<file path="src/rtl/sram_seq_ctrl.sv">
module sram_seq_ctrl #(
  parameter int CLK_NS   = 5,
  parameter int ADDR_W   = 13,
  parameter int DATA_W   = 8,
  parameter int T_ACC_NS = 150,
  parameter int T_CYC_NS = 150,
  parameter int T_WP_NS  = 100,
  parameter int T_DS_NS  = 60,
  parameter int T_WR_NS  = 10
) (
  input  logic              clk,
  input  logic              rst_n,
  input  logic              req_valid,
  output logic              req_ready,
  input  logic              req_write,
  input  logic [ADDR_W-1:0] req_addr,
  input  logic [DATA_W-1:0] req_wdata,
  output logic              rsp_valid,
  output logic [DATA_W-1:0] rsp_rdata,
  output logic [ADDR_W-1:0] mem_addr,
  output logic [DATA_W-1:0] mem_dq_o,
  output logic              mem_dq_oe,
  input  logic [DATA_W-1:0] mem_dq_i,
  output logic              mem_ce_n,
  output logic              mem_we_n,
  output logic              mem_oe_n
);

  function automatic int cyc(input int ns);
    int c;
    c = (ns + CLK_NS - 1) / CLK_NS;
    return (c < 1) ? 1 : c;
  endfunction

  function automatic int max2(input int a, input int b);
    return (a > b) ? a : b;
  endfunction

  localparam int N_RD   = max2(cyc(T_ACC_NS), cyc(T_CYC_NS));
  localparam int N_WP   = max2(cyc(T_WP_NS), cyc(T_DS_NS));
  localparam int N_WREC = max2(cyc(T_WR_NS), cyc(T_CYC_NS) - N_WP - 1);
  localparam int N_RREC = cyc(T_WR_NS);
  localparam int N_MAX  = max2(max2(N_RD, N_WP), max2(N_WREC, N_RREC));
  localparam int CNT_W  = $clog2(N_MAX + 1);

  typedef enum logic [2:0] {ST_IDLE, ST_RD, ST_WR, ST_WH, ST_REC} st_t;

  st_t               st;
  logic [CNT_W-1:0]  cnt;
  logic [ADDR_W-1:0] addr_q;
  logic [DATA_W-1:0] wdata_q;
  logic [DATA_W-1:0] rdata_q;
  logic              rsp_q;

  wire last = (cnt == '0);

  always_ff @(posedge clk) begin
    if (!rst_n) begin
      st      <= ST_IDLE;
      cnt     <= '0;
      addr_q  <= '0;
      wdata_q <= '0;
      rdata_q <= '0;
      rsp_q   <= 1'b0;
    end else begin
      rsp_q <= 1'b0;
      case (st)
        ST_IDLE: if (req_valid) begin
          addr_q  <= req_addr;
          wdata_q <= req_wdata;
          st      <= req_write ? ST_WR : ST_RD;
          cnt     <= req_write ? CNT_W'(N_WP - 1) : CNT_W'(N_RD - 1);
        end
        ST_RD: if (last) begin
          rdata_q <= mem_dq_i;
          rsp_q   <= 1'b1;
          st      <= ST_REC;
          cnt     <= CNT_W'(N_RREC - 1);
        end else cnt <= cnt - 1'b1;
        ST_WR: if (last) st <= ST_WH;
               else cnt <= cnt - 1'b1;
        ST_WH: begin
          st  <= ST_REC;
          cnt <= CNT_W'(N_WREC - 1);
        end
        ST_REC: if (last) st <= ST_IDLE;
                else cnt <= cnt - 1'b1;
        default: st <= ST_IDLE;
      endcase
    end
  end

  assign req_ready = (st == ST_IDLE);
  assign rsp_valid = rsp_q;
  assign rsp_rdata = rdata_q;
  assign mem_addr  = addr_q;
  assign mem_dq_o  = wdata_q;
  assign mem_ce_n  = !(st == ST_RD || st == ST_WR || st == ST_WH);
  assign mem_we_n  = !(st == ST_WR);
  assign mem_oe_n  = !(st == ST_RD);
  assign mem_dq_oe = (st == ST_WR || st == ST_WH);

  a_r8_no_contention: assert property (@(posedge clk) disable iff (!rst_n)
    !(!mem_oe_n && !mem_we_n));
  a_r8_we_inside_ce: assert property (@(posedge clk) disable iff (!rst_n)
    !mem_we_n |-> !mem_ce_n);
  a_r9_addr_stable: assert property (@(posedge clk) disable iff (!rst_n)
    (!mem_ce_n && !$past(mem_ce_n)) |-> $stable(mem_addr));
  a_r5_hold_cycle: assert property (@(posedge clk) disable iff (!rst_n)
    $rose(mem_we_n) |-> (!mem_ce_n && mem_dq_oe));
  a_r5_release: assert property (@(posedge clk) disable iff (!rst_n)
    $rose(mem_ce_n) |-> !mem_dq_oe);
  a_r7_busy: assert property (@(posedge clk) disable iff (!rst_n)
    !mem_ce_n |-> !req_ready);
  a_r3_single_pulse: assert property (@(posedge clk) disable iff (!rst_n)
    rsp_valid |=> !rsp_valid);
  a_r3_after_window: assert property (@(posedge clk) disable iff (!rst_n)
    $rose(mem_oe_n) |-> rsp_valid);

endmodule

</file>
<file path="config.mk">
export PLATFORM = sky130hd
export DESIGN_NAME = sram_seq_ctrl
export DESIGN_NICKNAME = d
export VERILOG_FILES = /design/src/rtl/sram_seq_ctrl.sv
export SDC_FILE = /design/constraint.sdc
export NUM_CORES = 1
export LEC_CHECK = 0
export BUFFER_PORTS_ARGS = -buffer_cell sky130_fd_sc_hd__buf_2
export CAP_MARGIN = 0
export CORE_MARGIN = 2
export CORE_UTILIZATION = 35
export DETAILED_ROUTE_END_ITERATION = 16
export HOLD_SLACK_MARGIN = 0.15
export PLACE_DENSITY = 0.67
export SLEW_MARGIN = 10
export SYNTH_ARGS = -nofsm -noshare
export SYNTH_HDL_FRONTEND = slang
export SYNTH_SLANG_ARGS = --single-unit
export TNS_END_PERCENT = 50
</file>
<file path="constraint.sdc">
create_clock -name clk -period 1.97 [get_ports clk]
set_input_delay 0.197 -clock clk [delete_from_list [all_inputs] [get_ports clk]]
set_output_delay 0.197 -clock clk [all_outputs]
set_load 0.01 [all_outputs]
</file>
==> results_dict.tcl <==
set metrics [dict create \
    swShare_pct 33.6 \
    hold_end "rsp_rdata[4]$_SDFFE_PN0P_" \
    syn_nets 244 \
    min_path_type "in2reg" \
    cp_max_fo 10 \
    async_reset_ff_share_pct 0 \
    grt_pass1_vias 1535 \
    crit_path_start_kind "register" \
    yosys_warnings 0 \
    finalHoldViolCount 0 \
    crit_arrival_ns 1.91 \
    drive_gt1_share_pct 30.0 \
    synth_seq_area_share_pct 44.0 \
    gp_congestion 0.841 \
    r2r_setup_slack_ns 0.24 \
    p_int_w 0.00166 \
    synth_cell_type_count 45 \
    cts_max_level 2 \
    rsz0062_at_grt "no" \
    worstHoldStart "mem_dq_i[4]" \
    chipHeight_um 74.3 \
    slew_violations 0 \
    synth_flop_cell "dfxtp_1" \
    tightest_slew_ns 0.512 \
    grt_usage_pct 16.6 \
    fin_crit_ns 1.73 \
    cap_violations 0 \
    cp-end-kind "register" \
    antenna_found_initial 0 \
    worstHoldPathCells 3 \
    worstPathRequired_ns 2.15 \
    antenna_left 0 \
    synth_area_per_cell_um2 8.24 \
    netlist_instances 210 \
    die-area_um2 5520 \
    status "completed" \
    grt_pass1_wl_um 6980 \
    final_common_cell "buf_2" \
    die_w_um 74.3 \
    viasPerCell 4.88 \
    placed_cells 336 \
    slew_headroom_pct 65.4 \
    cts-resized-gates 0 \
    routed_wl_um 4630 \
    drt_first_pass_iters 4 \
    synthesis.area_um2 1730 \
    p_seq_share_pct 39.3 \
    final_area_um2 2490 \
    fin_setup_tns_ns 0 \
    nNetsFinal 337 \
    fp-row-count 25 \
    synth_edf_count 0 \
    hold_buffers 27 \
    switching_power_w 0.000842 \
    fmax_mhz 578 \
    cts_buffers 5 \
    io_pins 68 \
    fin_ws_ns 0.240 \
    area_growth_pct 43.9 \
    num_vias 1806 \
    dp_hpwl_um 3050 \
    stdcell_count 370 \
    pwr-share-comb_pct 34.0 \
    io_buffers 67 \
    p_leak_nw 1.15 \
    drcViolationCount 0 \
    overflow 0 \
    placed_area_um2 2110 \
    setup_violations 0 \
    place_ws_ns 0.257 \
    power_frac_clock_pct 26.6 \
    post-route-period-util_pct 87.8 \
    clkSlewWorstSetupHoldPaths_ns 0.08 \
    clock_latency_ns 0.28 \
    ir_worst_vdd_v 0.000408 \
    fin_skew_ns 0.00802 \
    clockBufferDepth 2 \
    fin_util_pct 52.4 \
    postCtsSetupBuffers 0 \
    fillers 470 \
    power.density_nw_per_um2 1010 \
    worstSetupPathType "reg2reg" \
    cts_tree "yes" \
    reg2regPathDepth 7 \
    start_util_pct 36.4 \
    numClockSinks 38 \
    crit-reg2reg-launch "cnt[0]$_SDFFE_PN0P_" \
    antenna_cells 0 \
    grt_max_degree 24 \
    first_iter_violations 87 \
    r2r_end "cnt[0]$_SDFFE_PN0P_" \
    core_um2 4750 \
    wl_per_cell_um 12.5 \
    final_cell_mix "buf_2, nand2_1, dfxtp_1, a21oi_1, dlygate4sd3_1" \
    cts_root_buffer "clkbuf_8" \
    synth_seq_cells 38 \
]
power groups by stage:
stage / Sequential (W) / Clock (W) / Combinational [W]
6_report: 0.000986 / 0.000667 / 0.000853
5_1_grt: 0.00100 / 0.000722 / 0.000941
4_1_cts: 0.000984 / 0.000689 / 0.000849
3_5_place_dp: 0.00100 / 0 / 0.000806
3_3_place_gp: 0.000998 / 0 / 0.000802
2_1_floorplan: 0.00100 / 0 / 0.000589
registers in the layout, indices dropped and copies added (netlist names):
name	count
cnt	5
rsp_valid	1
st	3
mem_addr	13
rsp_rdata	8
mem_dq_o	8
worst max path at each step:
stage | from | endpoint | slack [ns]
floorplan | cnt[0]$_SDFFE_PN0P_ | cnt[1]$_SDFFE_PN0P_ | 0.44
CTS | cnt[0]$_SDFFE_PN0P_ | cnt[1]$_SDFFE_PN0P_ | 0.22
global placement | cnt[0]$_SDFFE_PN0P_ | cnt[0]$_SDFFE_PN0P_ | 0.31
detailed placement | cnt[0]$_SDFFE_PN0P_ | cnt[1]$_SDFFE_PN0P_ | 0.26
finish | cnt[0]$_SDFFE_PN0P_ | cnt[0]$_SDFFE_PN0P_ | 0.24
global route | cnt[0]$_SDFFE_PN0P_ | cnt[1]$_SDFFE_PN0P_ | 0.1
cell type report:
type | count | area [um2] | area share [%]
clock inverters | 1 | 30.0 | 1.21
inverters | 10 | 37.5 | 1.51
well taps | 67 | 83.8 | 3.37
multi-input cells | 148 | 845 | 33.9
clock buffers | 6 | 82.6 | 3.32
repair buffers | 100 | 651 | 26.1
flip-flops and latches | 38 | 761 | 30.6
layer usage:
layer	part of all wire, %	GRT usage [%]	up-vias
met1	43	20.4	827
met4	2.3	8.13	0
met3	5.0	3.66	10
met2	50	27.8	67
li1	-	-	902
met5	0	0	-
stage by stage:
stage / hold WS [ns] / power, W
after floorplan: 0.326 / 0.00159
after global placement: 0.425 / 0.00180
after detailed placement: 0.438 / 0.00181
after CTS: 0.152 / 0.00252
after global routing: 0.156 / 0.00266
final: 0.152 / 0.00251
cells in the mapped netlist, types with 2 or more instances:
| library cell | n | share of area [%] |
|---|---|---|
| a21o_1 | 2 | 0.87 |
| mux2i_1 | 8 | 4.6 |
| a31oi_1 | 2 | 0.72 |
| nand2b_1 | 3 | 1.1 |
| o31ai_1 | 4 | 1.7 |
| a21oi_1 | 30 | 8.7 |
| nand3_1 | 2 | 0.58 |
| a211oi_2 | 2 | 1.4 |
| buf_4 | 2 | 0.87 |
| buf_6 | 3 | 2.0 |
| o2111ai_1 | 2 | 1.0 |
| buf_2 | 4 | 1.2 |
| inv_1 | 8 | 1.7 |
| o21ai_0 | 5 | 1.4 |
| nor3_1 | 2 | 0.58 |
| clkbuf_1 | 5 | 1.1 |
| dfxtp_1 | 38 | 44 |
| nor2_1 | 14 | 3.0 |
| nand2_1 | 47 | 10 |
| o41ai_1 | 2 | 1.0 |
worst max-delay path: stages, from the launching register on:
cell and delay [ns]:
dfxtp_1 0.34, inv_1 0.10, ha_1 0.21, nor4b_4 0.25, buf_4 0.22, a21oi_2 0.06, or2_4 0.28, o21a_1 0.17
cell families (layout without fill, tap and decap cells):
kind of cell	Yosys count	count (layout)	synth area share, %
simple gates	81	81	22.2
flops	38	38	44.0
buf+inv	24	117	7.23
xor+xnor	1	1	0.506
compound gates	57	57	20.8
mux	8	8	4.63
fa+ha+maj	1	1	0.723
Note: power is estimated with default switching activity, not from simulation.
